$ cat config.mk
export PLATFORM = sky130hd
export DESIGN_NAME = flash_cmd_decoder
export DESIGN_NICKNAME = d
export VERILOG_FILES = /design/src/rtl/flash_cmd_pkg.sv /design/src/rtl/fcd_cycle_match.sv /design/src/rtl/fcd_seq_fsm.sv /design/src/rtl/fcd_mode_flags.sv /design/src/rtl/flash_cmd_decoder.sv
export SDC_FILE = /design/constraint.sdc
export NUM_CORES = 1
export LEC_CHECK = 0
export ABC_AREA = 1
export ABC_CLOCK_PERIOD_IN_PS = 1100
export CORE_ASPECT_RATIO = 0.5
export CORE_MARGIN = 1
export CORE_UTILIZATION = 30
export CTS_BUF_LIST = sky130_fd_sc_hd__clkbuf_4 sky130_fd_sc_hd__clkbuf_8 sky130_fd_sc_hd__clkbuf_16
export CTS_CLUSTER_SIZE = 20
export DETAILED_ROUTE_END_ITERATION = 6
export DONT_BUFFER_PORTS = 1
export PLACE_DENSITY = 0.46
export SLEW_MARGIN = 20
export SYNTH_ARGS = -nofsm -noshare
export SYNTH_HDL_FRONTEND = slang
export SYNTH_HIERARCHICAL = 1
export SYNTH_SLANG_ARGS = --single-unit
$ cat constraint.sdc
create_clock -name clk -period 1.1 [get_ports clk]
set_input_delay 0.11 -clock clk [delete_from_list [all_inputs] [get_ports clk]]
set_output_delay 0.11 -clock clk [all_outputs]
set_load 0.005 [all_outputs]
$ cat src/rtl/flash_cmd_pkg.sv
package flash_cmd_pkg;

    typedef enum logic [2:0] {
        ST_ARRAY       = 3'd0,
        ST_UNLOCKED1   = 3'd1,
        ST_UNLOCKED2   = 3'd2,
        ST_BURST_ON3   = 3'd3,
        ST_BURST_OFF3  = 3'd4,
        ST_STATUS_HOLD = 3'd5
    } seq_state_t;

    // One flag per write pattern the decoder knows, valid only with the strobe
    typedef struct packed {
        logic unlock1;
        logic unlock2;
        logic burst_on;
        logic burst_off;
        logic confirm;
        logic soft_reset;
        logic suspend;
        logic resume;
    } cyc_hit_t;

    // Accepted commands, at most one per cycle
    typedef struct packed {
        logic burst_on;
        logic burst_off;
        logic soft_reset;
        logic suspend;
        logic resume;
    } cmd_event_t;

    localparam int unsigned CMD_EVENTS = $bits(cmd_event_t);

endpackage

$ cat src/rtl/fcd_cycle_match.sv
module fcd_cycle_match
    import flash_cmd_pkg::*;
#(
    parameter int unsigned ADDR_W       = 11,
    parameter int unsigned DATA_W       = 8,
    parameter int unsigned UNLOCK1_ADDR = 'h555,
    parameter int unsigned UNLOCK2_ADDR = 'h2AA,
    parameter int unsigned CONFIRM_ADDR = 'h000,
    parameter bit          FULL_ADDR_CHECK = 1'b1
) (
    input  logic              wr_en,
    input  logic [ADDR_W-1:0] wr_addr,
    input  logic [DATA_W-1:0] wr_data,
    output cyc_hit_t          hit
);

    localparam logic [ADDR_W-1:0] A_UNLK1   = ADDR_W'(UNLOCK1_ADDR);
    localparam logic [ADDR_W-1:0] A_UNLK2   = ADDR_W'(UNLOCK2_ADDR);
    localparam logic [ADDR_W-1:0] A_CONFIRM = ADDR_W'(CONFIRM_ADDR);

    localparam logic [DATA_W-1:0] D_UNLK1   = DATA_W'(8'hAA);
    localparam logic [DATA_W-1:0] D_UNLK2   = DATA_W'(8'h55);
    localparam logic [DATA_W-1:0] D_BON     = DATA_W'(8'hC0);
    localparam logic [DATA_W-1:0] D_BOFF    = DATA_W'(8'hD0);
    localparam logic [DATA_W-1:0] D_CONFIRM = DATA_W'(8'h01);
    localparam logic [DATA_W-1:0] D_RESET   = DATA_W'(8'hF0);
    localparam logic [DATA_W-1:0] D_SUSP    = DATA_W'(8'hB0);
    localparam logic [DATA_W-1:0] D_RESUME  = DATA_W'(8'h30);

    logic at_unlk1;
    logic at_unlk2;
    logic at_confirm;

    generate
        if (FULL_ADDR_CHECK) begin : g_full
            assign at_unlk1   = (wr_addr == A_UNLK1);
            assign at_unlk2   = (wr_addr == A_UNLK2);
            assign at_confirm = (wr_addr == A_CONFIRM);
        end else begin : g_low11
            localparam int unsigned CW = (ADDR_W < 11) ? ADDR_W : 11;
            assign at_unlk1   = (wr_addr[CW-1:0] == A_UNLK1[CW-1:0]);
            assign at_unlk2   = (wr_addr[CW-1:0] == A_UNLK2[CW-1:0]);
            assign at_confirm = (wr_addr[CW-1:0] == A_CONFIRM[CW-1:0]);
        end
    endgenerate

    always_comb begin
        hit            = '0;
        hit.unlock1    = wr_en && at_unlk1   && (wr_data == D_UNLK1);
        hit.unlock2    = wr_en && at_unlk2   && (wr_data == D_UNLK2);
        hit.burst_on   = wr_en && at_unlk1   && (wr_data == D_BON);
        hit.burst_off  = wr_en && at_unlk1   && (wr_data == D_BOFF);
        hit.confirm    = wr_en && at_confirm && (wr_data == D_CONFIRM);
        hit.soft_reset = wr_en && (wr_data == D_RESET);
        hit.suspend    = wr_en && (wr_data == D_SUSP);
        hit.resume     = wr_en && (wr_data == D_RESUME);
    end

endmodule

$ cat src/rtl/fcd_seq_fsm.sv
module fcd_seq_fsm
    import flash_cmd_pkg::*;
(
    input  logic       clk,
    input  logic       por_n,
    input  logic       hw_reset,
    input  logic       wr_en,
    input  cyc_hit_t   hit,
    input  logic       status_err,
    output seq_state_t state,
    output cmd_event_t event_o
);

    seq_state_t state_q;
    seq_state_t state_d;
    logic       err_q;
    logic       err_rise;

    assign err_rise = status_err && !err_q;
    assign state    = state_q;

    // State register
    always_ff @(posedge clk or negedge por_n) begin
        if (!por_n) begin
            state_q <= ST_ARRAY;
            err_q   <= 1'b0;
        end else begin
            err_q <= status_err;
            if (hw_reset) begin
                state_q <= ST_ARRAY;
            end else begin
                state_q <= state_d;
            end
        end
    end

    // Next state
    always_comb begin
        state_d = state_q;
        if (hit.soft_reset) begin
            state_d = ST_ARRAY;
        end else if (err_rise) begin
            state_d = ST_STATUS_HOLD;
        end else if (wr_en) begin
            unique case (state_q)
                ST_ARRAY:       state_d = hit.unlock1 ? ST_UNLOCKED1 : ST_ARRAY;
                ST_UNLOCKED1:   state_d = hit.unlock2 ? ST_UNLOCKED2 : ST_ARRAY;
                ST_UNLOCKED2: begin
                    if (hit.burst_on) begin
                        state_d = ST_BURST_ON3;
                    end else if (hit.burst_off) begin
                        state_d = ST_BURST_OFF3;
                    end else begin
                        state_d = ST_ARRAY;
                    end
                end
                ST_BURST_ON3:   state_d = ST_ARRAY;
                ST_BURST_OFF3:  state_d = ST_ARRAY;
                ST_STATUS_HOLD: state_d = ST_STATUS_HOLD;
                default:        state_d = ST_ARRAY;
            endcase
        end
    end

    // Command events
    always_comb begin
        event_o = '0;
        if (hit.soft_reset) begin
            event_o.soft_reset = 1'b1;
        end else if (!err_rise && wr_en) begin
            unique case (state_q)
                ST_ARRAY: begin
                    event_o.suspend = hit.suspend;
                    event_o.resume  = hit.resume;
                end
                ST_BURST_ON3:  event_o.burst_on  = hit.confirm;
                ST_BURST_OFF3: event_o.burst_off = hit.confirm;
                ST_UNLOCKED1, ST_UNLOCKED2, ST_STATUS_HOLD: event_o = '0;
                default:       event_o = '0;
            endcase
        end
    end

endmodule

$ cat src/rtl/fcd_mode_flags.sv
module fcd_mode_flags
    import flash_cmd_pkg::*;
(
    input  logic       clk,
    input  logic       por_n,
    input  logic       hw_reset,
    input  cmd_event_t event_i,
    output logic       burst_mode,
    output logic       erase_suspend,
    output cmd_event_t pulse
);

    always_ff @(posedge clk or negedge por_n) begin
        if (!por_n) begin
            burst_mode    <= 1'b0;
            erase_suspend <= 1'b0;
            pulse         <= '0;
        end else if (hw_reset) begin
            burst_mode    <= 1'b0;
            erase_suspend <= 1'b0;
            pulse         <= '0;
        end else begin
            pulse <= event_i;
            if (event_i.burst_on) begin
                burst_mode <= 1'b1;
            end else if (event_i.burst_off) begin
                burst_mode <= 1'b0;
            end
            if (event_i.suspend) begin
                erase_suspend <= 1'b1;
            end else if (event_i.resume) begin
                erase_suspend <= 1'b0;
            end
        end
    end

endmodule

$ cat src/rtl/flash_cmd_decoder.sv
module flash_cmd_decoder
    import flash_cmd_pkg::*;
#(
    parameter int unsigned ADDR_W       = 11,
    parameter int unsigned DATA_W       = 8,
    parameter int unsigned UNLOCK1_ADDR = 'h555,
    parameter int unsigned UNLOCK2_ADDR = 'h2AA,
    parameter int unsigned CONFIRM_ADDR = 'h000
) (
    input  logic              clk,
    input  logic              por_n,
    input  logic              hw_reset,
    input  logic              wr_en,
    input  logic [ADDR_W-1:0] wr_addr,
    input  logic [DATA_W-1:0] wr_data,
    input  logic              status_err,
    input  logic              rd_in_susp_sector,
    output logic              seq_idle,
    output logic              burst_mode,
    output logic              erase_suspend,
    output logic              rd_sel_status,
    output logic              pulse_burst_on,
    output logic              pulse_burst_off,
    output logic              pulse_soft_reset,
    output logic              pulse_suspend,
    output logic              pulse_resume
);

    cyc_hit_t   hit;
    seq_state_t state;
    cmd_event_t cmd_event;
    cmd_event_t pulse;

    fcd_cycle_match #(
        .ADDR_W       (ADDR_W),
        .DATA_W       (DATA_W),
        .UNLOCK1_ADDR (UNLOCK1_ADDR),
        .UNLOCK2_ADDR (UNLOCK2_ADDR),
        .CONFIRM_ADDR (CONFIRM_ADDR),
        .FULL_ADDR_CHECK (1'b1)
    ) u_match (
        .wr_en   (wr_en),
        .wr_addr (wr_addr),
        .wr_data (wr_data),
        .hit     (hit)
    );

    fcd_seq_fsm u_fsm (
        .clk        (clk),
        .por_n      (por_n),
        .hw_reset   (hw_reset),
        .wr_en      (wr_en),
        .hit        (hit),
        .status_err (status_err),
        .state      (state),
        .event_o    (cmd_event)
    );

    fcd_mode_flags u_flags (
        .clk           (clk),
        .por_n         (por_n),
        .hw_reset      (hw_reset),
        .event_i       (cmd_event),
        .burst_mode    (burst_mode),
        .erase_suspend (erase_suspend),
        .pulse         (pulse)
    );

    assign seq_idle         = (state == ST_ARRAY);
    assign rd_sel_status    = (state == ST_STATUS_HOLD) || (erase_suspend && rd_in_susp_sector);
    assign pulse_burst_on   = pulse.burst_on;
    assign pulse_burst_off  = pulse.burst_off;
    assign pulse_soft_reset = pulse.soft_reset;
    assign pulse_suspend    = pulse.suspend;
    assign pulse_resume     = pulse.resume;

endmodule

; ---- Yosys cells after proc, flatten, opt, wreduce, memory -nomap -nowiden
; Index checks and enable logic that the tools add are counted.
; Widths: inputs -> output; s select.
[op_classes]
add_sub_neg = 0
multipliers = 0
n_div = 0
order_cmp = 0
n_eq_ne = 15
shift = 0
mux = 23
bitwise_logic = 0
n_reduce_logical = 22
[ops]
columns = cell, count
row1 = $eq 8x8->1 const B, 5
row2 = $mux 3, 6
row3 = $logic_and 1x1->1, 14
row4 = $pmux 3 s4, 1
row5 = $eq 11x10->1 const B, 1
row6 = $eq 11x11->1 const B, 1
row7 = $logic_not 11->1, 1
row8 = $mux 1, 10
row9 = $mux 5, 2
row10 = $eq 8x1->1 const B, 1
row11 = $eq 8x6->1 const B, 1
row12 = $eq 8x7->1 const B, 1
row13 = $mux 2, 4
row14 = $eq 3x2->1 const B, 2
row15 = $eq 3x3->1 const B, 2
row16 = $reduce_bool 3->1, 2
row17 = $reduce_bool 4->1, 1
row18 = $eq 3x1->1 const B, 1
row19 = $logic_not 3->1, 1
row20 = $logic_not 1->1, 2
row21 = $logic_or 1x1->1, 1
[totals]
reg_bits = 11
latch_bits = 0
ramBits = 0
rom_bits = 0
out_inout_bits = 9
word_cells = 69
memories = 0

; ---- Logic depth before layout (Yosys ltp)
; Gate-level depths: netlist (run 1).
[logic_depth]
ltp_word = 10
mapped_depth = 10
mapped_depth_nobuf = 10

; ---- Hierarchy
; Netlist (run 1), hierarchy kept.
[modules_own_cells]
columns = module, instances, cells_per_inst, area_per_inst_um2, seq_area_each_um2
row1 = fcd_cycle_match, 1, 73, 321.6, 0.0
row2 = fcd_seq_fsm, 1, 43, 301.5, 100.1
row3 = fcd_mode_flags, 1, 24, 239.0, 175.2
row4 = flash_cmd_decoder, 1, 5, 26.3, 0.0

; ---- Worst setup path after synthesis (run 1)
; OpenSTA, ideal clock, no wires.
[synth_path]
path_kind = in2reg
start = input port wr_data[2]
end = register u_fsm.state_q[0] (netlist: u_fsm/state[0])
arrival_time_ns = 1.158
path_slack_ns = -0.123
stages = 9
path_cell_list = nor2_4 nand3_2 nor3_1 nor2_2 nand2_2 nor2_4 nor2_2 nand2_1 nand2_1
[synth_lines]
columns = item, line_no
row1 = from (decl), flash_cmd_decoder.sv:15  ; input logic [DATA_W-1:0] wr_data,
row2 = to (signal assigned), fcd_seq_fsm.sv:32  ; state_q <= state_d;
row3 = to (decl), fcd_seq_fsm.sv:14  ; seq_state_t state_q;

; ---- Worst setup path in the final report (run 1)
[layout_path]
start = register u_fsm.state_q[0] (netlist: u_fsm/state[0])
end = output port seq_idle
[layout_via]
elab_chain_cells = 1
[layout_rtl]
columns = item, line_no
row1 = $logic_not 3->1, flash_cmd_decoder.sv:69  ; assign seq_idle = (state == ST_ARRAY);
row2 = to (decl), flash_cmd_decoder.sv:18  ; output logic seq_idle,
; No other way between the ends.

==> impl_results.html, run 1 <==
<table>
<tr><th>Metric</th><th>Value</th></tr>
<tr><th colspan="2">Global route</th></tr>
<tr><td>GRT Total Usage</td><td>14.0%</td></tr>
<tr><td>Met1 track demand over resource</td><td>19.3%</td></tr>
<tr><td>Largest net degree at the start of global routing</td><td>12</td></tr>
<tr><td>GRT Residual Overflow</td><td>0</td></tr>
<tr><td>GRT busiest layer</td><td>met2</td></tr>
<tr><td>Met2 Usage GRT</td><td>22.8%</td></tr>
<tr><td>Antenna violations before repair</td><td>0</td></tr>
<tr><td>Met3 Use GR</td><td>1.82%</td></tr>
<tr><td>Via count of the first global-routing pass</td><td>800</td></tr>
<tr><td>First-pass GRT wire length</td><td>3330 um</td></tr>
<tr><th colspan="2">Run</th></tr>
<tr><td>Max-cap violations</td><td>0</td></tr>
<tr><th colspan="2">Cells and area</th></tr>
<tr><td>Fraction of final layout cells sized beyond drive strength 1</td><td>26.7%</td></tr>
<tr><td>Area delta synth-&gt;final</td><td>30.8%</td></tr>
<tr><td>Total area of multi-input combinational cells</td><td>566 um2</td></tr>
<tr><td>Flip-flop and latch area</td><td>277 um2</td></tr>
<tr><td>Inserted Diodes</td><td>0</td></tr>
<tr><td>Filler instances</td><td>314</td></tr>
<tr><td>Layout net count</td><td>187</td></tr>
<tr><td>Post-route core utilization</td><td>43.0%</td></tr>
<tr><th colspan="2">Worst setup path</th></tr>
<tr><td>Crit path launch type</td><td>register</td></tr>
<tr><td>Type of the worst setup path</td><td>register to primary output</td></tr>
<tr><td>CP max-delay cell</td><td>sky130_fd_sc_hd__dfrtp_1</td></tr>
<tr><td>R2R Path Start</td><td>u_fsm/state[1]$_DFFE_PN0P_</td></tr>
<tr><td>Number of buffers and inverters on the critical path</td><td>1</td></tr>
<tr><td>Worst setup slack for register-to-register paths</td><td>0 ps</td></tr>
<tr><td>Critical Path Sink Type</td><td>primary output</td></tr>
<tr><td>Startpoint of the most critical setup path</td><td>u_fsm/state[0]$_DFFE_PN0P_</td></tr>
<tr><td>Data arrival time at the worst-slack endpoint</td><td>1030 ps</td></tr>
<tr><td>CP delay by family, top</td><td>flip-flops</td></tr>
<tr><td>Required time of the worst setup path</td><td>990 ps</td></tr>
<tr><td>Maximum fanout along the worst path</td><td>7</td></tr>
<tr><td>Peak per-stage delay on the critical path</td><td>400 ps</td></tr>
<tr><td>Critical path, cell by cell</td><td>buf_4 &gt; nor3_4</td></tr>
<tr><th colspan="2">Synthesis</th></tr>
<tr><td>Yosys reg bits</td><td>11</td></tr>
<tr><td>Most used standard cell by instance count after synthesis</td><td>sky130_fd_sc_hd__nand2_1</td></tr>
<tr><td>Yosys top cell by area</td><td>sky130_fd_sc_hd__dfrtp_1</td></tr>
<tr><td>Synthesized cell area</td><td>888 um2</td></tr>
<tr><td>Syn_area_per_cell</td><td>6.13 um2</td></tr>
<tr><td>Number of enable flip-flop cells after synthesis</td><td>0</td></tr>
<tr><td>Net count after synthesis</td><td>170</td></tr>
<tr><td>Syn Inst Count</td><td>145</td></tr>
<tr><td>Commonest register cell after synthesis</td><td>sky130_fd_sc_hd__dfrtp_1</td></tr>
<tr><td>Register area share after synthesis</td><td>31.0%</td></tr>
<tr><td>Distinct cell type count of the synthesized netlist</td><td>17</td></tr>
<tr><td>Ranking of synthesized cells by instance count</td><td>sky130_fd_sc_hd__nand2_1 (37), sky130_fd_sc_hd__nor2_1 (27), sky130_fd_sc_hd__inv_1 (26), sky130_fd_sc_hd__nand3_1 (12), sky130_fd_sc_hd__dfrtp_1 (11)</td></tr>
<tr><td>Main area contributors after synthesis</td><td>sky130_fd_sc_hd__dfrtp_1 (31%), sky130_fd_sc_hd__nand2_1 (16%), sky130_fd_sc_hd__nor2_1 (11%)</td></tr>
<tr><td>Proportion of register bits with asynchronous set or reset after synthesis</td><td>100%</td></tr>
<tr><td>Area fraction of the dominant cell type after synthesis</td><td>31.0%</td></tr>
<tr><td>Number of warnings printed during yosys synthesis</td><td>6</td></tr>
<tr><th colspan="2">Route</th></tr>
<tr><td>Count of TritonRoute iterations in the first routing pass</td><td>4</td></tr>
<tr><td>Via Count</td><td>881</td></tr>
<tr><td>Detailed Route WL</td><td>2170 um</td></tr>
<tr><td>Drc violations</td><td>0</td></tr>
<tr><td>Wirelength per Cell</td><td>11.0 um</td></tr>
<tr><td>Number of nets still failing antenna checks after routing</td><td>0</td></tr>
<tr><td>Via-to-Cell Ratio</td><td>4.45</td></tr>
<tr><td>Iteration-0 DRC count of the detailed router</td><td>47</td></tr>
<tr><th colspan="2">Place</th></tr>
<tr><td>HPWL Detailed</td><td>1720 um</td></tr>
<tr><td>Worst setup timing slack at the placement stage</td><td>-90.8 ps</td></tr>
<tr><td>Port Buffers</td><td>0</td></tr>
<tr><td>Last weighted congestion value of the routability-driven placer</td><td>0.754</td></tr>
<tr><th colspan="2">Min path</th></tr>
<tr><td>Class of the tightest hold or removal check</td><td>input port to register</td></tr>
<tr><td>Start point of the worst hold path</td><td>hw_reset</td></tr>
<tr><th colspan="2">Status</th></tr>
<tr><td>Violated checks</td><td>negative setup slack</td></tr>
<tr><td>Outcome</td><td>complete, but fails checks</td></tr>
<tr><th colspan="2">Floorplanning</th></tr>
<tr><td>Vertical die dimension</td><td>40.5 um</td></tr>
<tr><td>Floorplan core area</td><td>2700 um2</td></tr>
<tr><td>Overall die area</td><td>3200 um2</td></tr>
<tr><td>Floorplan die width</td><td>79.0 um</td></tr>
<tr><td>Ports placed on the boundary</td><td>34</td></tr>
<tr><td>Starting density of the core</td><td>32.9%</td></tr>
<tr><td>Number of rows created at floorplan</td><td>13</td></tr>
<tr><th colspan="2">Clock tree</th></tr>
<tr><td>Number of CTS-inserted buffers</td><td>3</td></tr>
<tr><td>TritonCTS clock tree</td><td>built</td></tr>
<tr><td>Clock transition at the registers of the reported paths</td><td>50 ps</td></tr>
<tr><td>Maximum root-to-sink buffer count</td><td>2</td></tr>
<tr><td>Insertion delay of the later-clocked pin in the worst-skew pair</td><td>240 ps</td></tr>
<tr><td>Depth of the CTS H-tree</td><td>1</td></tr>
<tr><td>TritonCTS sink count</td><td>11</td></tr>
<tr><td>Root buffer cell</td><td>sky130_fd_sc_hd__clkbuf_8</td></tr>
<tr><th colspan="2">STA</th></tr>
<tr><td>Final setup violation count</td><td>2</td></tr>
<tr><td>Final count of pins violating max slew</td><td>0</td></tr>
<tr><td>Maximum clock frequency</td><td>879 MHz</td></tr>
<tr><td>Part of the cycle the worst path needs</td><td>103%</td></tr>
<tr><td>Fin Clk Skew</td><td>1.73 ps</td></tr>
<tr><td>Unrepaired setup endpoints after global routing</td><td>true</td></tr>
<tr><td>Final Hold Viols</td><td>0</td></tr>
<tr><td>Final worst slack</td><td>-38.0 ps</td></tr>
<tr><td>Rel. slew slack</td><td>66.8%</td></tr>
<tr><td>Worst Tran Pin Value</td><td>496 ps</td></tr>
<tr><td>Post-layout min period</td><td>1140 ps</td></tr>
<tr><th colspan="2">Pwr</th></tr>
<tr><td>Power Dens Cells</td><td>870 nW/um2</td></tr>
<tr><td>Pwr Total</td><td>1.01 mW</td></tr>
<tr><td>Leak</td><td>0.565 nW</td></tr>
<tr><td>Worst VDD drop</td><td>0.394 mV</td></tr>
</table>
==> cells in the final DEF, fill, tap and decap left out, drive strengths merged <==
cell and count:
dlygate4sd3 3, or2 1, nor3b 2, nand3 13
dfrtp 11, nor2 37, nor3 6, nand4 7
nand2 39, buf 10, inv 28, clkbuf 4
==> logic make-up after synthesis <==
family | Yosys count | synth area share (%)
and+or+nand+nor | 105 | 56.3
buffers and inverters | 29 | 12.7
DFF | 11 | 31.0
==> sequential cells by signal, indices dropped and copies added, names as in the netlist <==
| signal | flops |
|---|---|
| u_fsm/err_q | 1 |
| u_flags/burst_mode | 1 |
| u_flags/erase_suspend | 1 |
| u_flags/pulse | 5 |
| u_fsm/state | 3 |
==> layout make-up <==
class | count | area share [%]
multi-input combinational | 105 | 48.7
sequential | 11 | 23.8
timing repair buffer | 13 | 10.3
inverter | 28 | 9.04
clock buffer | 4 | 4.20
tap | 37 | 3.98
==> metrics by stage <==
stage / hold WS (ps) / instances / TNS (ps) / area, um2
2_1_floorplan: -186 / 145 / -7.19 / 903
3_3_place_gp: -185 / 190 / -200 / 1010
3_5_place_dp: -185 / 190 / -191 / 1010
4_1_cts: 11.6 / 197 / -78.8 / 1100
5_1_grt: 29.3 / 198 / -696 / 1160
6_report: 17.6 / 198 / -40.7 / 1160
==> path summary, 6_finish.rpt <==
check,depth (start not counted),to
worst max register to register,6,u_flags/erase_suspend$_DFFE_PN0P_
min in group asynchronous,1,u_fsm/err_q$_DFF_PN0_
worst min-delay path,3,u_flags/burst_mode$_DFFE_PN0P_
worst max-delay path,2,seq_idle
worst min register to register,2,u_flags/burst_mode$_DFFE_PN0P_
max in group asynchronous,1,u_fsm/state[2]$_DFFE_PN0P_
==> metal layers <==
layer | up-vias | part of all wire (%)
met5 | - | 0
met3 | 2 | 4.7
met2 | 27 | 44
met1 | 376 | 51
li1 | 476 | -
met4 | 0 | 0.51
==> report_power, final <==
| part | internal [mW] | switching, mW |
|---|---|---|
| Clock | 0.279 | 0.146 |
| Combinational | 0.0733 | 0.0935 |
| Sequential | 0.412 | 0.00692 |
==> worst min-delay path, stage by stage <==
cell and delay (ps):
sky130_fd_sc_hd__nor2_1 20, sky130_fd_sc_hd__nand2_1 40, sky130_fd_sc_hd__nand2_1 40
==> timing repair <==
| item | 4_1_cts | 5_1_grt |
|---|---|---|
| hold buffers | 3 | 0 |
| gates resized for setup | 3 | 15 |
| pin swaps | 0 | 2 |
| hold endpoints to repair | 15 | 0 |
| setup buffers | 0 | 1 |
| setup endpoints to repair | 4 | 11 |
No activity file was read; power rests on OpenSTA's default activity.
==> run 2: changes to the inputs <==
- ABC_CLOCK_PERIOD_IN_PS: 1100 -> 1330
- PLACE_DENSITY: 0.46 -> 0.5
- clock period: 1.1 -> 1.33 ns (I/O delays scaled with it)
==> run 2 against run 1 <==
The flow now finishes without violations. Highest routed layer is now met3. Largest cell class unchanged. Power decreased by 20%. First-iteration DRC count down 40%. Clock-buffer cell count did not move. Routed wire length decreased by 5.3%. Sequential cell count stayed put. Non-clock buffer count is 5 lower. Worst setup slack better by 180 ps. Hold slack better by 23 ps. Final area fell by 9.8%. Largest power group unchanged. Sequential power shrank 18%. Critical path depth is 4 higher. Global-route usage fell by 0.51 points.
==> impl_results.html, run 2 (synthesis gave the netlist of run 1 again) <==
<table>
<tr><th>Metric</th><th>Value</th></tr>
<tr><th colspan="2">STA</th></tr>
<tr><td>Worst Tran Pin Value</td><td>485 ps</td></tr>
<tr><td>Final count of pins violating max slew</td><td>0</td></tr>
<tr><td>Final worst slack</td><td>144 ps</td></tr>
<tr><td>Maximum clock frequency</td><td>843 MHz</td></tr>
<tr><td>Post-layout min period</td><td>1190 ps</td></tr>
<tr><td>Setup_tns</td><td>0 ps</td></tr>
<tr><td>Fin Clk Skew</td><td>1.55 ps</td></tr>
<tr><td>Final Hold Viols</td><td>0</td></tr>
<tr><td>Part of the cycle the worst path needs</td><td>89.1%</td></tr>
<tr><td>Unrepaired setup endpoints after global routing</td><td>false</td></tr>
<tr><td>Worst Hold Margin</td><td>40.4 ps</td></tr>
<tr><td>Rel. slew slack</td><td>67.6%</td></tr>
<tr><td>Final setup violation count</td><td>0</td></tr>
<tr><th colspan="2">Cells and area</th></tr>
<tr><td>Area delta synth-&gt;final</td><td>18.0%</td></tr>
<tr><td>Inserted Diodes</td><td>0</td></tr>
<tr><td>Most frequent cells in the layout</td><td>sky130_fd_sc_hd__nand2_1 (37), sky130_fd_sc_hd__nor2_1 (27), sky130_fd_sc_hd__inv_1 (26)</td></tr>
<tr><td>Fraction of final layout cells sized beyond drive strength 1</td><td>16.7%</td></tr>
<tr><td>Post-route core utilization</td><td>38.8%</td></tr>
<tr><td>Filler instances</td><td>318</td></tr>
<tr><td>Top reg by flops</td><td>u_flags/pulse</td></tr>
<tr><td>Final cell count without fillers</td><td>193</td></tr>
<tr><td>Layout net count</td><td>182</td></tr>
<tr><td>Flip-flop count of the largest register after layout</td><td>5</td></tr>
<tr><td>Commonest non-fill, non-tap cell in the layout</td><td>sky130_fd_sc_hd__nand2_1</td></tr>
<tr><th colspan="2">Min path</th></tr>
<tr><td>Start point of the worst hold path</td><td>hw_reset</td></tr>
<tr><td>WHS Endpoint</td><td>u_flags/burst_mode$_DFFE_PN0P_</td></tr>
<tr><td>Class of the tightest hold or removal check</td><td>input port to register</td></tr>
<tr><td>Instance count along the most critical hold path</td><td>3</td></tr>
<tr><th colspan="2">Floorplanning</th></tr>
<tr><td>Number of rows created at floorplan</td><td>13</td></tr>
<tr><td>Floorplan core area</td><td>2700 um2</td></tr>
<tr><td>Starting density of the core</td><td>32.9%</td></tr>
<tr><td>Ports placed on the boundary</td><td>34</td></tr>
<tr><td>Overall die area</td><td>3200 um2</td></tr>
<tr><td>Floorplan die width</td><td>79.0 um</td></tr>
<tr><td>Vertical die dimension</td><td>40.5 um</td></tr>
<tr><th colspan="2">Run</th></tr>
<tr><td>Max-cap violations</td><td>0</td></tr>
<tr><th colspan="2">Clock tree</th></tr>
<tr><td>TritonCTS clock tree</td><td>built</td></tr>
<tr><td>Number of buffers inserted to repair setup after CTS</td><td>0</td></tr>
<tr><td>Insertion delay of the later-clocked pin in the worst-skew pair</td><td>230 ps</td></tr>
<tr><td>TritonCTS sink count</td><td>11</td></tr>
<tr><td>Clock transition at the registers of the reported paths</td><td>50 ps</td></tr>
<tr><td>Maximum root-to-sink buffer count</td><td>2</td></tr>
<tr><td>Root buffer cell</td><td>sky130_fd_sc_hd__clkbuf_8</td></tr>
<tr><td>Depth of the CTS H-tree</td><td>1</td></tr>
<tr><td>Number of CTS-inserted buffers</td><td>3</td></tr>
<tr><th colspan="2">Place</th></tr>
<tr><td>Worst setup timing slack at the placement stage</td><td>50.9 ps</td></tr>
<tr><td>Placed insts</td><td>186</td></tr>
<tr><td>HPWL Detailed</td><td>1710 um</td></tr>
<tr><td>Last weighted congestion value of the routability-driven placer</td><td>0.743</td></tr>
<tr><td>Port Buffers</td><td>0</td></tr>
<tr><th colspan="2">Route</th></tr>
<tr><td>Number of nets still failing antenna checks after routing</td><td>0</td></tr>
<tr><td>Wirelength per Cell</td><td>10.6 um</td></tr>
<tr><td>Detailed Route WL</td><td>2060 um</td></tr>
<tr><td>Count of TritonRoute iterations in the first routing pass</td><td>4</td></tr>
<tr><td>Drc violations</td><td>0</td></tr>
<tr><td>Via Count</td><td>858</td></tr>
<tr><td>Iteration-0 DRC count of the detailed router</td><td>28</td></tr>
<tr><td>Via-to-Cell Ratio</td><td>4.45</td></tr>
<tr><th colspan="2">Pwr</th></tr>
<tr><td>Leak</td><td>0.530 nW</td></tr>
<tr><td>Worst VDD drop</td><td>0.329 mV</td></tr>
<tr><td>Power Dens Cells</td><td>772 nW/um2</td></tr>
<tr><th colspan="2">Worst setup path</th></tr>
<tr><td>Worst setup slack for register-to-register paths</td><td>140 ps</td></tr>
<tr><td>R2R Path Start</td><td>u_fsm/state[0]$_DFFE_PN0P_</td></tr>
<tr><td>Data arrival time at the worst-slack endpoint</td><td>1310 ps</td></tr>
<tr><td>Type of the worst setup path</td><td>register to register</td></tr>
<tr><td>Worst reg2reg path endpoint</td><td>u_flags/burst_mode$_DFFE_PN0P_</td></tr>
<tr><td>Worst r2r path cells</td><td>6</td></tr>
<tr><td>Critical Path Sink Type</td><td>register</td></tr>
<tr><td>Maximum fanout along the worst path</td><td>4</td></tr>
<tr><td>Required time of the worst setup path</td><td>1460 ps</td></tr>
<tr><td>Crit path launch type</td><td>register</td></tr>
<tr><th colspan="2">Global route</th></tr>
<tr><td>Largest net degree at the start of global routing</td><td>12</td></tr>
<tr><td>Antenna violations before repair</td><td>0</td></tr>
<tr><td>First-pass GRT wire length</td><td>3180 um</td></tr>
<tr><td>GRT Residual Overflow</td><td>0</td></tr>
<tr><td>Via count of the first global-routing pass</td><td>764</td></tr>
<tr><td>GRT Total Usage</td><td>13.5%</td></tr>
<tr><th colspan="2">Status</th></tr>
<tr><td>Outcome</td><td>complete, no violations</td></tr>
</table>
==> run 2: power by group <==
part	leakage, nW	switching [mW]	internal [mW]	total (mW)
combinational	0.353	0.0688	0.0466	0.115
sequential	0.150	0.00320	0.341	0.344
clock	0.0262	0.120	0.230	0.350
==> run 2: worst max path at each step <==
stage                          startpoint                                 to  slack, ps  cells after the start
2_1_floorplan                  wr_data[2]         u_fsm/state[0]$_DFFE_PN0P_         80                      9
3_3_place_gp                   wr_addr[6]     u_flags/burst_mode$_DFFE_PN0P_         90                      9
3_5_place_dp                   wr_addr[6]     u_flags/burst_mode$_DFFE_PN0P_         50                      9
4_1_cts        u_fsm/state[0]$_DFFE_PN0P_  u_flags/erase_suspend$_DFFE_PN0P_        110                      6
5_1_grt        u_fsm/state[0]$_DFFE_PN0P_     u_flags/burst_mode$_DFFE_PN0P_         30                      6
6_report       u_fsm/state[0]$_DFFE_PN0P_     u_flags/burst_mode$_DFFE_PN0P_        140                      6
==> run 2: critical path, cell delays in order (launching register included) <==
cell and delay [ps]:
sky130_fd_sc_hd__dfrtp_1 380, sky130_fd_sc_hd__nor2_2 190, sky130_fd_sc_hd__nand3_1 90, sky130_fd_sc_hd__nor3_1 240, sky130_fd_sc_hd__nor2_1 70, sky130_fd_sc_hd__nand2_1 60
sky130_fd_sc_hd__nand2_1 40
==> run 2: metrics by stage <==
| stage | total power, mW | area, um2 |
|---|---|---|
| after floorplan | 0.427 | 888 |
| after global placement | 0.449 | 965 |
| after detailed placement | 0.451 | 965 |
| after CTS | 0.822 | 1040 |
| after global routing | 0.850 | 1050 |
| final | 0.809 | 1050 |
==> run 2: final cells by class <==
class                           count  area, um2  share of cell area, %
Sequential cell                    11        275                   26.3
Clock buffer                        4       48.8                   4.65
Timing Repair Buffer                8       67.6                   6.44
Tap cell                           37       46.3                   4.42
Inverter                           28        105                   10.0
Multi-Input combinational cell    105        505                   48.2
==> run 2: routing by layer <==
| layer | up-vias | part of all wire (%) | track usage, % |
|---|---|---|---|
| met1 | 371 | 53 | 17.6 |
| li1 | 468 | - | - |
| met4 | 0 | 0 | 5.45 |
| met2 | 19 | 42 | 22.8 |
| met5 | - | 0 | 0 |
| met3 | 0 | 4.7 | 2.50 |
==> run 2: what timing repair did <==
item	CTS	global route
setup endpoints to repair	0	2
gates resized for setup	0	1
hold endpoints to repair	15	0
hold buffers	3	0
==> run 3: changes to the inputs <==
- ABC_CLOCK_PERIOD_IN_PS: 1330 -> 1000
- PLACE_DENSITY: 0.5 -> 0.51
- RECOVER_POWER: default -> 25
- clock period: 1.33 -> 1 ns (I/O delays scaled with it)
==> run 3 against run 2 <==
The run now ends with negative setup slack left. Critical path depth unchanged. Sequential share of layout area fell by 2.6 points. Maximum frequency rose by 2.8%. Combinational power grew 68%. Cell count grew 3.1%. Routed wire length increased by 6.2%. Clock skew is 0.86 ps higher. Hold slack lost 30 ps. Clock-buffer cell count is the same. Core utilization rose by 4.8 points. Sequential power up 35%. Critical endpoint unchanged. Largest power group unchanged. Highest routed layer unchanged.
==> impl_results.html, run 3 (synthesis gave the netlist of run 1 again) <==
<table>
<tr><th>Metric</th><th>Value</th></tr>
<tr><th colspan="2">Status</th></tr>
<tr><td>Outcome</td><td>complete, but fails checks</td></tr>
<tr><td>Violated checks</td><td>negative setup slack</td></tr>
<tr><th colspan="2">Global route</th></tr>
<tr><td>GRT Total Usage</td><td>14.4%</td></tr>
<tr><td>First-pass GRT wire length</td><td>3380 um</td></tr>
<tr><td>Antenna violations before repair</td><td>0</td></tr>
<tr><td>Largest net degree at the start of global routing</td><td>12</td></tr>
<tr><td>Via count of the first global-routing pass</td><td>802</td></tr>
<tr><td>GRT Residual Overflow</td><td>0</td></tr>
<tr><th colspan="2">Pwr</th></tr>
<tr><td>Pwr Total</td><td>1.12 mW</td></tr>
<tr><td>Clock power share</td><td>41.5%</td></tr>
<tr><td>Switching part of the total</td><td>24.4%</td></tr>
<tr><td>Power Dens Cells</td><td>953 nW/um2</td></tr>
<tr><td>Leak</td><td>0.579 nW</td></tr>
<tr><td>Part of the power in registers</td><td>41.3%</td></tr>
<tr><td>Fraction of power consumed by combinational cells</td><td>17.2%</td></tr>
<tr><td>Total net switching power</td><td>274 uW</td></tr>
<tr><td>Cell internal pwr</td><td>849 uW</td></tr>
<tr><td>Worst VDD drop</td><td>0.428 mV</td></tr>
<tr><th colspan="2">Cells and area</th></tr>
<tr><td>Final cell count without fillers</td><td>199</td></tr>
<tr><td>Area delta synth-&gt;final</td><td>32.7%</td></tr>
<tr><td>Fraction of final layout cells sized beyond drive strength 1</td><td>29.0%</td></tr>
<tr><td>Commonest non-fill, non-tap cell in the layout</td><td>sky130_fd_sc_hd__nand2_1</td></tr>
<tr><td>Flip-flop count of the largest register after layout</td><td>5</td></tr>
<tr><td>Layout net count</td><td>188</td></tr>
<tr><td>Most frequent cells in the layout</td><td>sky130_fd_sc_hd__nand2_1 (36), sky130_fd_sc_hd__nor2_1 (26), sky130_fd_sc_hd__inv_1 (23)</td></tr>
<tr><td>Post-route core utilization</td><td>43.7%</td></tr>
<tr><td>Inserted Diodes</td><td>0</td></tr>
<tr><td>Top reg by flops</td><td>u_flags/pulse</td></tr>
<tr><th colspan="2">Worst setup path</th></tr>
<tr><td>Endpoint of the most critical setup path</td><td>u_flags/burst_mode$_DFFE_PN0P_</td></tr>
<tr><td>Crit path launch type</td><td>register</td></tr>
<tr><td>Data arrival time at the worst-slack endpoint</td><td>1280 ps</td></tr>
<tr><td>Worst r2r path cells</td><td>6</td></tr>
<tr><td>Type of the worst setup path</td><td>register to register</td></tr>
<tr><td>Critical Path Sink Type</td><td>register</td></tr>
<tr><td>Worst setup slack for register-to-register paths</td><td>-150 ps</td></tr>
<tr><td>R2R Path Start</td><td>u_fsm/state[1]$_DFFE_PN0P_</td></tr>
<tr><td>Worst reg2reg path endpoint</td><td>u_flags/burst_mode$_DFFE_PN0P_</td></tr>
<tr><td>Required time of the worst setup path</td><td>1120 ps</td></tr>
<tr><td>Maximum fanout along the worst path</td><td>4</td></tr>
<tr><td>Startpoint of the most critical setup path</td><td>u_fsm/state[1]$_DFFE_PN0P_</td></tr>
<tr><th colspan="2">Place</th></tr>
<tr><td>Port Buffers</td><td>0</td></tr>
<tr><td>Placed insts</td><td>189</td></tr>
<tr><td>Last weighted congestion value of the routability-driven placer</td><td>0.775</td></tr>
<tr><td>HPWL Detailed</td><td>1740 um</td></tr>
<tr><td>Worst setup timing slack at the placement stage</td><td>-174 ps</td></tr>
<tr><th colspan="2">STA</th></tr>
<tr><td>Final worst slack</td><td>-153 ps</td></tr>
<tr><td>Rel. slew slack</td><td>66.9%</td></tr>
<tr><td>Worst Hold Margin</td><td>10.2 ps</td></tr>
<tr><td>Fin Clk Skew</td><td>2.41 ps</td></tr>
<tr><td>Post-layout min period</td><td>1150 ps</td></tr>
<tr><td>Part of the cycle the worst path needs</td><td>115%</td></tr>
<tr><td>Worst Tran Pin Value</td><td>495 ps</td></tr>
<tr><td>Final Hold Viols</td><td>0</td></tr>
<tr><td>Maximum clock frequency</td><td>867 MHz</td></tr>
<tr><td>Final setup violation count</td><td>11</td></tr>
<tr><td>Unrepaired setup endpoints after global routing</td><td>true</td></tr>
<tr><td>Final count of pins violating max slew</td><td>0</td></tr>
<tr><th colspan="2">Route</th></tr>
<tr><td>Number of nets still failing antenna checks after routing</td><td>0</td></tr>
<tr><td>Iteration-0 DRC count of the detailed router</td><td>29</td></tr>
<tr><td>Via-to-Cell Ratio</td><td>4.39</td></tr>
<tr><td>Wirelength per Cell</td><td>11.0 um</td></tr>
<tr><td>Detailed Route WL</td><td>2180 um</td></tr>
<tr><td>Count of TritonRoute iterations in the first routing pass</td><td>2</td></tr>
<tr><td>Via Count</td><td>874</td></tr>
<tr><td>Drc violations</td><td>0</td></tr>
<tr><th colspan="2">Floorplanning</th></tr>
<tr><td>Number of rows created at floorplan</td><td>13</td></tr>
<tr><td>Floorplan core area</td><td>2700 um2</td></tr>
<tr><td>Starting density of the core</td><td>32.9%</td></tr>
<tr><td>Floorplan die width</td><td>79.0 um</td></tr>
<tr><td>Overall die area</td><td>3200 um2</td></tr>
<tr><td>Vertical die dimension</td><td>40.5 um</td></tr>
<tr><td>Ports placed on the boundary</td><td>34</td></tr>
<tr><th colspan="2">Clock tree</th></tr>
<tr><td>Number of CTS-inserted buffers</td><td>3</td></tr>
<tr><td>Depth of the CTS H-tree</td><td>1</td></tr>
<tr><td>Root buffer cell</td><td>sky130_fd_sc_hd__clkbuf_8</td></tr>
<tr><td>Maximum root-to-sink buffer count</td><td>2</td></tr>
<tr><td>TritonCTS clock tree</td><td>built</td></tr>
<tr><td>Insertion delay of the later-clocked pin in the worst-skew pair</td><td>230 ps</td></tr>
<tr><td>Clock transition at the registers of the reported paths</td><td>50 ps</td></tr>
<tr><td>TritonCTS sink count</td><td>11</td></tr>
<tr><th colspan="2">Run</th></tr>
<tr><td>Max-cap violations</td><td>0</td></tr>
<tr><th colspan="2">Min path</th></tr>
<tr><td>Instance count along the most critical hold path</td><td>3</td></tr>
<tr><td>Class of the tightest hold or removal check</td><td>input port to register</td></tr>
</table>
-- run 3: cell types whose count changed in the layout (fill, tap and decap cells not counted), sizes merged --
cell / delta
buf: +6
-- run 3: per-stage QoR --
stage                     instance area (um2)  TNS, ps
after floorplan                           917     -117
after global placement                   1020     -813
after detailed placement                 1020     -938
after CTS                                1130     -700
after global routing                     1180    -1560
final                                    1180     -761
-- run 3: worst min-delay path by stage --
stage | endpoint | slack (ps) | start
finish | u_flags/erase_suspend$_DFFE_PN0P_ | 10 | hw_reset
global route | u_fsm/state[1]$_DFFE_PN0P_ | 20 | wr_en
detailed placement | u_fsm/err_q$_DFF_PN0_ | -200 | por_n
floorplan | u_flags/burst_mode$_DFFE_PN0P_ | -200 | por_n
CTS | u_flags/burst_mode$_DFFE_PN0P_ | 5 | hw_reset
global placement | u_fsm/err_q$_DFF_PN0_ | -200 | por_n
-- run 3: area by class of cell --
cell class	count	area [um2]
inverter	28	105
fill	297	1520
tap	37	46.3
multi-input combinational	105	568
timing repair buffer	14	131
sequential	11	279
clock buffer	4	48.8
-- run 3: power groups by stage --
stage                     registers (mW)  logic (mW)  clock network [mW]
after floorplan                    0.470       0.103                   0
after global placement             0.467       0.146                   0
after detailed placement           0.468       0.146                   0
after CTS                          0.460       0.179               0.481
after global routing               0.464       0.218               0.499
final                              0.463       0.193               0.466
-- run 3: timing repair --
| item | 4_1_cts | 5_1_grt |
|---|---|---|
| pin swaps | 4 | 8 |
| endpoints found under the setup margin | 11 | 11 |
| hold endpoints to repair | 15 | 0 |
| buffers inserted | 1 | 2 |
| hold buffers | 3 | 0 |
| resized for setup | 8 | 10 |
-- run 3: worst max-delay path, cell delays in order, from the launching register on --
cell	delay, ps
sky130_fd_sc_hd__dfrtp_2	420
sky130_fd_sc_hd__nor2_4	160
sky130_fd_sc_hd__nand3_2	80
sky130_fd_sc_hd__nor3_2	230
sky130_fd_sc_hd__nor2_1	60
sky130_fd_sc_hd__nand2_1	50
sky130_fd_sc_hd__nand2_1	40
-- run 3: routing by layer --
| metal | GRT usage (%) | share of wire [%] | wire [um] | up-vias |
|---|---|---|---|---|
| li1 | - | - | - | 478 |
| met5 | 0 | 0 | 0 | - |
| met3 | 2.95 | 4.5 | 98 | 0 |
| met4 | 6.82 | 0 | 0 | 0 |
| met1 | 18.6 | 51 | 1110 | 377 |
| met2 | 24.1 | 44 | 969 | 19 |
